<file path="src/rtl/apb_sw_pkg.sv">
package apb_sw_pkg;
  typedef enum logic [0:0] {
    HIT_SWITCH = 1'b0,
    HIT_STORE  = 1'b1
  } hit_e;
endpackage

</file>
<file path="src/rtl/apb_sw_sync.sv">
module apb_sw_sync #(
  parameter int N = 2
) (
  input  logic         clk,
  input  logic         rst,
  input  logic [N-1:0] async_in,
  output logic [N-1:0] sync_out
);
  for (genvar g = 0; g < N; g++) begin : g_bit
    logic meta_q;
    logic stable_q;
    always_ff @(posedge clk) begin
      if (rst) begin
        meta_q   <= 1'b0;
        stable_q <= 1'b0;
      end else begin
        meta_q   <= async_in[g];
        stable_q <= meta_q;
      end
    end
    assign sync_out[g] = stable_q;
  end
endmodule

</file>
<file path="src/rtl/apb_sw_store.sv">
module apb_sw_store #(
  parameter int DATA_W = 32
) (
  input  logic              clk,
  input  logic              rst,
  input  logic              load,
  input  logic [DATA_W-1:0] wdata,
  output logic [DATA_W-1:0] q
);
  always_ff @(posedge clk) begin
    if (rst)       q <= '0;
    else if (load) q <= wdata;
  end

  // a qualified write lands on the next edge
  a_r4_load_takes: assert property (@(posedge clk) disable iff (rst)
    load |=> (q == $past(wdata)));
  // nothing else moves the word
  a_r5_hold_otherwise: assert property (@(posedge clk) disable iff (rst)
    !load |=> $stable(q));
endmodule

</file>
<file path="src/rtl/apb_sw_rdmux.sv">
module apb_sw_rdmux
  import apb_sw_pkg::*;
#(
  parameter int DATA_W = 32,
  parameter int NUM_SW = 2,
  parameter int IDX_W  = 6
) (
  input  logic              clk,
  input  logic              rst,
  input  logic              capture,
  input  hit_e              kind,
  input  logic [IDX_W-1:0]  idx,
  input  logic [NUM_SW-1:0] sw,
  input  logic [DATA_W-1:0] store_q,
  output logic [DATA_W-1:0] rdata
);
  logic              sw_bit;
  logic [DATA_W-1:0] rdata_d;

  always_comb begin
    sw_bit = 1'b0;
    for (int k = 0; k < NUM_SW; k++) begin
      if (idx == IDX_W'(k)) sw_bit = sw[k];
    end
    rdata_d = (kind == HIT_SWITCH) ? DATA_W'(sw_bit) : store_q;
  end

  always_ff @(posedge clk) begin
    if (rst)          rdata <= '0;
    else if (capture) rdata <= rdata_d;
  end

  // a switch read never carries upper bits
  a_r2_switch_upper_zero: assert property (@(posedge clk) disable iff (rst)
    (capture && kind == HIT_SWITCH) |=> (rdata[DATA_W-1:1] == '0));
  // a storage read shows the word as it stood at capture
  a_r10_store_read: assert property (@(posedge clk) disable iff (rst)
    (capture && kind == HIT_STORE) |=> (rdata == $past(store_q)));
endmodule

</file>
<file path="src/rtl/apb_switch_reg.sv">
module apb_switch_reg
  import apb_sw_pkg::*;
#(
  parameter int ADDR_W = 32,
  parameter int DATA_W = 32,
  parameter int DEC_W  = 8,
  parameter int NUM_SW = 2
) (
  input  logic              clk,
  input  logic              rst,
  input  logic              bus_sel,
  input  logic              bus_en,
  input  logic              bus_wr,
  input  logic [ADDR_W-1:0] bus_addr,
  input  logic [DATA_W-1:0] bus_wdata,
  output logic [DATA_W-1:0] bus_rdata,
  output logic              bus_ready,
  output logic              bus_err,
  input  logic [NUM_SW-1:0] sw_in
);
  localparam int IDX_W = DEC_W - 2;

  logic [IDX_W-1:0]  idx;
  hit_e              kind;
  logic              capture;
  logic              wr_fire;
  logic [NUM_SW-1:0] sw_sync;
  logic [DATA_W-1:0] store_q;
  logic              unused_addr;

  assign idx         = bus_addr[DEC_W-1:2];
  assign unused_addr = ^{bus_addr[ADDR_W-1:DEC_W], bus_addr[1:0]};
  assign kind        = (idx < IDX_W'(NUM_SW)) ? HIT_SWITCH : HIT_STORE;
  assign capture     = bus_sel & ~bus_en & ~bus_wr;
  assign wr_fire     = bus_sel & bus_en & bus_wr & (kind == HIT_STORE);
  assign bus_ready   = 1'b1;
  assign bus_err     = 1'b0;

  apb_sw_sync #(.N(NUM_SW)) sync_i (
    .clk(clk), .rst(rst), .async_in(sw_in), .sync_out(sw_sync)
  );

  apb_sw_store #(.DATA_W(DATA_W)) store_i (
    .clk(clk), .rst(rst), .load(wr_fire), .wdata(bus_wdata), .q(store_q)
  );

  apb_sw_rdmux #(.DATA_W(DATA_W), .NUM_SW(NUM_SW), .IDX_W(IDX_W)) rdmux_i (
    .clk(clk), .rst(rst), .capture(capture), .kind(kind), .idx(idx),
    .sw(sw_sync), .store_q(store_q), .rdata(bus_rdata)
  );

  // reset clears the word and the read path
  a_r1_reset_clears: assert property (@(posedge clk)
    rst |=> (store_q == '0 && bus_rdata == '0));
  // writes aimed at a switch slot leave the word alone
  a_r6_switch_write_ignored: assert property (@(posedge clk) disable iff (rst)
    (bus_sel && bus_en && bus_wr && kind == HIT_SWITCH) |=> $stable(store_q));
endmodule

</file>
<file path="config.mk">
export PLATFORM = sky130hd
export DESIGN_NAME = apb_switch_reg
export DESIGN_NICKNAME = d
export VERILOG_FILES = /design/src/rtl/apb_sw_pkg.sv /design/src/rtl/apb_sw_sync.sv /design/src/rtl/apb_sw_store.sv /design/src/rtl/apb_sw_rdmux.sv /design/src/rtl/apb_switch_reg.sv
export SDC_FILE = /design/constraint.sdc
export NUM_CORES = 1
export LEC_CHECK = 0
export BUFFER_PORTS_ARGS = -buffer_cell sky130_fd_sc_hd__clkbuf_2
export CAP_MARGIN = 20
export CORE_MARGIN = 5
export CORE_UTILIZATION = 25
export DETAILED_ROUTE_END_ITERATION = 8
export PLACE_DENSITY_LB_ADDON = 0.15
export SLEW_MARGIN = 30
export SYNTH_ARGS = -nofsm -noshare
export SYNTH_HDL_FRONTEND = slang
export SYNTH_HIERARCHICAL = 1
export SYNTH_SLANG_ARGS = --single-unit
</file>
<file path="constraint.sdc">
create_clock -name clk -period 3.45 [get_ports clk]
set_clock_uncertainty 0.15 [all_clocks]
set_input_delay 0.5175 -clock clk [delete_from_list [all_inputs] [get_ports clk]]
set_output_delay 0.5175 -clock clk [all_outputs]
set_load 0.02 [all_outputs]
</file>
=== After elaboration in Yosys (flattened, before gate mapping) ===
Cells that the tools add are included.

* Magnitude comparators: 1
* Bitwise operators: 7
* Multiplexer cells: 4
* Equal/unequal tests: 1
* Reduce and logical (&&, ||, !) cells: 1

{| class="wikitable"
|+ Operators by type and width
! cell !! number
|-
| 2-to-1 mux 32 bit || 1
|-
| equality test 6 x 1 -> 1 bit, second input constant || 1
|-
| zero test 6 bit || 1
|-
| less-than comparator 6 x 2 -> 1 bit, second input constant || 1
|-
| bitwise AND 1 bit || 5
|-
| 2-to-1 mux 1 bit || 3
|-
| NOT 1 bit || 2
|}

* Bits in registers: 68
* Bits of input ports: 71

=== Depth between registers and ports, before layout ===
Gate-level depths: netlist of the first run.

* Depth in word-level cells: 4
* Gate-level depth with buffers: 7

=== By module ===
The synthesis of the first run kept the hierarchy.

{| class="wikitable"
|+ By module, submodules not included
! module !! area each (um^2) !! instances !! seq. area each (um^2) !! cells each
|-
| apb_sw_rdmux || 1287.5 || 1 || 640.6 || 144
|-
| apb_sw_store || 1163.6 || 1 || 640.6 || 103
|-
| apb_sw_sync || 120.1 || 1 || 80.1 || 10
|-
| apb_switch_reg || 57.6 || 1 || 0.0 || 10
|}

=== Worst setup path after synthesis of the first run ===
No wires, ideal clock.

* Kind: input port to flip-flop
* Start point: in bus_wr
* End point: reg rdmux_i.rdata[1]
* Data arrival time: 1439 ps
* Setup slack: 1733 ps
* Required time: 3172 ps
* Stages: 5
* Cell sequence: nor3b_1 > clkbuf_1 > nor2b_1 > a21oi_2 > nor2_1

* Cells in the longest elaborated chain, start to end: 2

{| class="wikitable"
|+ RTL lines
! element !! line !! text
|-
| start: declaration || apb_switch_reg.sv:13 || <nowiki>input logic bus_wr,</nowiki>
|-
| NOT 1 bit || apb_switch_reg.sv:34 || <nowiki>assign capture = bus_sel & ~bus_en & ~bus_wr;</nowiki>
|-
| bitwise AND 1 bit || apb_switch_reg.sv:34 ||
|-
| end signal: assignment || apb_sw_rdmux.sv:30 || <nowiki>else if (capture) rdata <= rdata_d;</nowiki>
|-
| end: declaration || apb_sw_rdmux.sv:15 || <nowiki>output logic [DATA_W-1:0] rdata</nowiki>
|}

Every way passes these cells.
A chain may end at the register's enable or synchronous reset.

=== Final worst setup path of the first run ===
* Start point: in bus_en
* End point: reg store_i.q[21]

* Cells in the longest elaborated chain, start to end: 3

{| class="wikitable"
|+ RTL lines
! element !! line !! text
|-
| start: declaration || apb_switch_reg.sv:12 || <nowiki>input logic bus_en,</nowiki>
|-
| bitwise AND 1 bit (3 in a row) || apb_switch_reg.sv:35 || <nowiki>assign wr_fire = bus_sel & bus_en & bus_wr & (kind == HIT_STORE);</nowiki>
|-
| via wr_fire || apb_switch_reg.sv:26 || <nowiki>logic wr_fire;</nowiki>
|-
| end signal: assignment || apb_sw_store.sv:12 || <nowiki>else if (load) q <= wdata;</nowiki>
|-
| end: declaration || apb_sw_store.sv:8 || <nowiki>output logic [DATA_W-1:0] q</nowiki>
|}

The timed path passes the listed nets, and every way through them passes these cells.

==> flow_summary.ini, run 1 <==
[synth]
ys_ff_latch = 68
synthTopCellsByArea = dfxtp_1, mux2i_1, nor2_1
synth_common_cells = dfxtp_1, nor2_1, mux2i_1, nor2b_1, a21oi_1
synth_area_um2 = 2630
postSynth.asyncResetShare_pct = 0
synth_flop_cell = dfxtp_1
synth_top_cell_by_area = dfxtp_1
ys_seq_area_share_pct = 51.8
yosysMostFrequentCell = dfxtp_1
synth_cell_type_count = 22
yosysTopAreaCellShare_pct = 51.8
syn_avg_cell_area_um2 = 9.85
syn_inst = 267
synth_nets = 338
yosys_warnings = 6
synth_edf_count = 0

[cells_and_area]
diodes = 0
fin_cells = 476
final_core_util_pct = 31.3
area_growth_pct = 22.3
layout-drive-gt1-share_pct = 31.8
fill_cells = 1127
fin_nets = 407

[setup_path]
required_ns = 3.49
crit_start = bus_en
crit_path_start_kind = input port
end_kind = flip-flop
rrSetupSlack_ns = 2.50
worst_r2r_endpoint = rdmux_i/rdata[0]
arrival_ns = 1.97
reg2reg_depth = 3
crit_path_end = store_i/q[21]
worstPathMaxFanout = 18
path_class = input port to flip-flop
r2r_start = rdmux_i/rdata[0]

[global_route]
first_global_vias = 2081
antenna_found_initial = 0
grt_pass1_wl_um = 10800
grtUsageTotal_pct = 10.9
grt_max_degree = 41
overflow = 0

[clocking]
cts_hold_buf = 0
cts_tree = built
clkSinkCount = 68
cts_buffers = 9
postCtsSetupBuffers = 0
clockBufferDepth = 2
insertion_delay_ns = 0.33
htreeDepth = 3
cts_resized = 0
clk_pin_slew_worst_paths_ns = 0.07
root_buffer = clkbuf_8

[placement]
gp_congestion = 0.649
port_buffers = 76
detailedPlace.worstSlack_ns = 1.13
dp_hpwl_um = 4140
dp.cells = 461

[drt]
drc = 0
ant_nets = 0
vias = 1969
drt_pass1_iterations = 4
drt_iter0_markers = 91
vias_per_cell = 4.14
wire_per_inst_um = 13.4
drt_wl_total_um = 6380

[timing]
whs_ns = 0.263
max_slew_margin_pct = 40.0
final-hold-violation-count = 0
timing.final.ws_setup_ns = 1.53
worst_slew_pin_slew_ns = 0.900
setup_viol = 0
max_freq_ghz = 0.520
period_share_pct = 55.8
rsz0062_at_grt = no
min_period_ns = 1.92
slew_violations = 0
tns_ns = 0

[die]
io-pin-count = 105
die-area_um2 = 12700
rows = 37
die_y_um = 113
initial_core_util_pct = 25.6
core_area_um2 = 10300
die_w_um = 113

[run]
drv_cap = 0

[pwr]
ir_worst_vdd_mv = 0.205
powerDensity_nw_per_um2 = 464
p_leak_nw = 1.38

[outcome]
status = finished clean

[min_path]
hp-class = input port to flip-flop
[cell families after synthesis]
logic type	Yosys count	share of synthesized area [%]
AOI/OAI and AO/OA	34	7.95
and+or+nand+nor	108	20.0
DFF	68	51.8
other	2	0.286
muxes	33	12.6
buffers and inverters	22	7.38
[where the power goes]
group	total (mW)	switching (mW)	internal [mW]	leakage, nW
Combinational	0.107	0.0621	0.0453	0.737
Clock	0.575	0.280	0.295	0.0893
Sequential	0.810	0.00819	0.802	0.551
Total	1.49	0.351	1.14	1.38
[registers in the layout (all words and copies together) (netlist names)]
name and cells:
sync_i/g_bit.stable_q 2, store_i/q 32, sync_i/g_bit.meta_q 2, rdmux_i/rdata 32
[worst min path at each step]
stage	start	to	cells after the start
6_report	sw_in[0]	sync_i/g_bit[0].meta_q	2
5_1_grt	bus_wdata[23]	store_i/q[23]	3
4_1_cts	bus_wdata[7]	store_i/q[7]	3
3_5_place_dp	sync_i/g_bit[1].meta_q	sync_i/g_bit[1].stable_q	1
3_3_place_gp	sync_i/g_bit[0].meta_q	sync_i/g_bit[0].stable_q	1
2_1_floorplan	sync_i/g_bit[0].meta_q	sync_i/g_bit[0].stable_q	1
[critical path, stage by stage]
cell	delay (ns)
clkbuf_2	0.10
nand3_1	0.17
a21oi_4	0.63
buf_12	0.28
mux2i_1	0.22
nor2_1	0.05
[routing by layer]
metal	part of all wire, %	track usage (%)	vias to the layer above
li1	-	-	998
met1	48	14.1	906
met2	44	16.1	58
met3	7.1	4.80	7
met4	1.3	3.85	0
met5	0	0	-
[stage by stage]
step	total power [mW]	area, um^2
final	1.49	3210
after global routing	1.58	3210
after CTS	1.53	3210
after detailed placement	0.939	3050
after global placement	0.937	3050
after floorplan	0.899	2630
[cells in the final DEF (no fill, tap or decap), drive strengths merged, types with 3 or more instances in the layout]
| cell type | count |
|---|---|
| nor2b | 33 |
| buf | 4 |
| a21oi | 33 |
| mux2i | 33 |
| nor2 | 64 |
| dfxtp | 68 |
| clkbuf | 89 |
| and2b | 3 |
[area by class of cell]
type	instances	area, um^2	share of cell area [%]
clock inverter	2	10.0	0.311
timing repair buffer	80	423	13.2
multi-input combinational	177	1090	33.9
clock buffer	13	159	4.94
tap	136	170	5.29
sequential	68	1360	42.4
Note: power is estimated with default switching activity, not from simulation.
==> run 2: changes to the inputs <==
clock period = 1.8 ns   (was 3.45 ns; I/O delays follow)
==> run 2 against run 1 <==
First-iteration DRC count decreased by 8.8%. Non-clock buffer count increased by 12. Power increased by 92%. Cell count increased by 2.5%. Combinational power increased by 110%. Setup slack got worse by 0.99 ns. Die area unchanged. Worst hold slack got worse by 0.24 ns. Register-to-register slack got worse by 1.6 ns. Global-route usage decreased by 0.35 points. Largest power group unchanged. Highest routed layer unchanged.
==> flow_summary.ini, run 2 (same netlist as run 1, synthesis figures left out) <==
[cells_and_area]
reg_top3 = rdmux_i/rdata x32, store_i/q x32
ff_latch_area_um2 = 1360
area_growth_pct = 26.5
multi_input_comb_area_um2 = 1090
fill_cells = 1104
fin_nets = 419
layout-drive-gt1-share_pct = 33.2
most-common-layout-cells = clkbuf_2, dfxtp_1, nor2_1
layout_commonest_cell = clkbuf_2
diodes = 0

[clocking]
root_buffer = clkbuf_8
cts_buffers = 9
htreeDepth = 3
clkSinkCount = 68
clk_pin_slew_worst_paths_ns = 0.06
clockBufferDepth = 2
cts_hold_buf = 3
cts_resized = 0
postCtsSetupBuffers = 0
cts_tree = built
insertion_delay_ns = 0.33

[drt]
vias_per_cell = 4.05
drt_iter0_markers = 83
drt_pass1_iterations = 4
drc = 0
drt_wl_total_um = 6340
vias = 1974
wire_per_inst_um = 13.0
ant_nets = 0

[setup_path]
worst-path-buf-inv = 1
crit_path_start_kind = flip-flop
crit_family = flip-flops
end_kind = output pin
required_ns = 1.38
critPathSlowestCell = dfxtp_1
worstPathMaxFanout = 2
rrSetupSlack_ns = 0.87
path_class = flip-flop to output pin
arrival_ns = 0.85
slowest_delay_ns = 0.34
path_cells = clkbuf_2

[global_route]
antenna_found_initial = 0
grt_max_degree = 35
overflow = 0
grtUsageTotal_pct = 10.6
first_global_vias = 2141
grt_pass1_wl_um = 10500

[timing]
min_period_ns = 1.27
final-hold-violation-count = 0
max_freq_ghz = 0.788
setup_viol = 0
rsz0062_at_grt = no
tns_ns = 0
slew_violations = 0
period_share_pct = 70.5

[placement]
port_buffers = 76
gp_congestion = 0.689
dp_hpwl_um = 4470

[pwr]
power_mw = 2.87
powerDensity_nw_per_um2 = 864
ir_worst_vdd_mv = 0.371
p_leak_nw = 1.44

[die]
die_w_um = 113
io-pin-count = 105
die-area_um2 = 12700
initial_core_util_pct = 25.6
rows = 37
core_area_um2 = 10300
die_y_um = 113

[min_path]
hp-class = input port to flip-flop

[run]
drv_cap = 0

[outcome]
status = finished clean
-- run 2: cell type report --
cell class,instances,share of cell area (%)
multi-input cells,177,32.8
flip-flops and latches,68,40.9
repair buffers,92,16.0
clock inverters,2,0.301
well taps,136,5.12
clock buffers,13,4.78
-- run 2: through the flow --
step	util (%)	cells	instance area, um^2	setup WS [ns]	hold WS [ns]
after global placement	30.4	470	3130	0.207	0.286
final	32.3	488	3320	0.531	0.0218
after floorplan	-	267	2630	0.331	0.192
after global routing	32.3	488	3320	0.465	0.00599
after CTS	32.3	488	3320	0.497	0.00176
after detailed placement	30.4	470	3130	0.188	0.285
-- run 2: path summary, 6_finish.rpt --
check / startpoint / to / cells after the start
hold reg to reg: sync_i/g_bit[0].meta_q / sync_i/g_bit[0].stable_q / 1
setup / recovery: rdmux_i/rdata[0] / bus_rdata[0] / 1
hold / removal: sw_in[1] / sync_i/g_bit[1].meta_q / 2
setup reg to reg: rdmux_i/rdata[0] / rdmux_i/rdata[0] / 3
-- run 2: metal layers --
| metal | wire, um | track usage (%) |
|---|---|---|
| met1 | 2940 | 12.6 |
| met2 | 2780 | 16.3 |
| met3 | 515 | 5.07 |
| met4 | 110 | 4.25 |
| met5 | 0 | 0 |
-- run 2: where the power goes --
group	internal [mW]	switching, mW
registers	1.54	0.0162
logic	0.103	0.121
clock network	0.565	0.530
total	2.21	0.667
==> run 3: changes to the inputs <==
clock period = 1.2 ns   (was 1.8 ns; I/O delays follow)
==> run 3 against run 2 <==
Sequential share of layout area is 4.8 points lower. Largest cell class unchanged. Register-to-register slack worse by 0.59 ns. Critical path depth stayed put. First-iteration DRC count is 28% lower. Critical path type unchanged. Critical endpoint is now bus_rdata[28].
==> flow_summary.ini, run 3 (same netlist as run 1, synthesis figures left out) <==
[outcome]
status = finished clean

[drt]
drt_iter0_markers = 60
wire_per_inst_um = 12.5
drt_wl_total_um = 6550
vias = 2119
drc = 0
ant_nets = 0
drt_pass1_iterations = 4
vias_per_cell = 4.05

[cells_and_area]
most-common-layout-cells = nor2_1, dfxtp_1, clkbuf_2
reg_top3 = rdmux_i/rdata x32, store_i/q x32
fin_nets = 453
finalInstanceArea_um2 = 3830
diodes = 0
fill_cells = 1082
area_growth_pct = 45.6
layout-drive-gt1-share_pct = 36.2
layout_commonest_cell = nor2_1
fin_cells = 523

[timing]
setup_viol = 0
timing.final.ws_setup_ns = 0.0431
period_share_pct = 96.4
final-hold-violation-count = 0
tns_ns = 0
min_period_ns = 1.16
slew_violations = 0
max_freq_ghz = 0.864

[die]
die_w_um = 113
initial_core_util_pct = 25.6
die_y_um = 113
rows = 37
die-area_um2 = 12700
io-pin-count = 105
core_area_um2 = 10300

[clocking]
insertion_delay_ns = 0.33
clkSinkCount = 68
root_buffer = clkbuf_8
clockBufferDepth = 2
htreeDepth = 3
cts_buffers = 9
cts_tree = built
clk_pin_slew_worst_paths_ns = 0.08

[global_route]
grt_pass1_wl_um = 10800
antenna_found_initial = 0
first_global_vias = 2113
grt_max_degree = 33
grtUsageTotal_pct = 10.8
overflow = 0

[placement]
dpl_cell_area_um2 = 3190
port_buffers = 76
dp.cells = 473
detailedPlace.worstSlack_ns = -0.288
dp_hpwl_um = 4400
gp_congestion = 0.659

[pwr]
ir_worst_vdd_mv = 0.427
powerDensity_nw_per_um2 = 1170
p_leak_nw = 1.64

[run]
drv_cap = 0

[setup_path]
rrSetupSlack_ns = 0.28
path_class = flip-flop to output pin
worstPathMaxFanout = 2
worst-path-buf-inv = 1
arrival_ns = 0.83
critPathSlowestCell = dfxtp_1
path_cells = buf_2
crit_path_start_kind = flip-flop
slowest_delay_ns = 0.33
required_ns = 0.87
end_kind = output pin
crit_family = flip-flops

[min_path]
hp-class = input port to flip-flop
## run 3: routing by layer
layer / track usage (%) / up-vias / routed length, um
met5: 0 / - / 0
met4: 4.57 / 0 / 83
met3: 3.45 / 6 / 419
met2: 15.4 / 59 / 2780
met1: 14.9 / 959 / 3260
li1: - / 1095 / -
## run 3: final timing paths
| check | start | end | depth (start not counted) |
|---|---|---|---|
| max | rdmux_i/rdata[28] | bus_rdata[28] | 1 |
| min | bus_addr[2] | rdmux_i/rdata[0] | 3 |
| min reg2reg | sync_i/g_bit[0].meta_q | sync_i/g_bit[0].stable_q | 1 |
| max reg2reg | rdmux_i/rdata[0] | rdmux_i/rdata[0] | 3 |
## run 3: metrics by stage
stage          total power, mW  utilization, %  hold slack, ns
2_1_floorplan             2.59               -           0.102
3_3_place_gp              2.74            31.0           0.251
3_5_place_dp              2.74            31.0           0.248
4_1_cts                   4.54            36.7          0.0124
5_1_grt                   4.71            37.2          0.0384
6_report                  4.47            37.2          0.0279
## run 3: timing repair
item | CTS | global route
endpoints found under the setup margin | 12 | 30
hold buffers | 34 | 0
resized for setup | 23 | 55
setup buffers | 0 | 0
hold endpoints to repair | 34 | 0
## run 3: cell type report
| type | count | area (um^2) | area share [%] |
|---|---|---|---|
| Clock buffer | 11 | 141 | 3.69 |
| Clock inverter | 5 | 36.3 | 0.948 |
| Multi-Input combinational cell | 177 | 1100 | 28.8 |
| Sequential cell | 68 | 1380 | 36.2 |
| Tap cell | 136 | 170 | 4.45 |
| Timing Repair Buffer | 126 | 992 | 25.9 |
## run 3: report_power, final
| group | switching, mW | internal [mW] |
|---|---|---|
| Clock | 0.884 | 0.815 |
| Sequential | 0.0249 | 2.31 |
| Combinational | 0.201 | 0.240 |
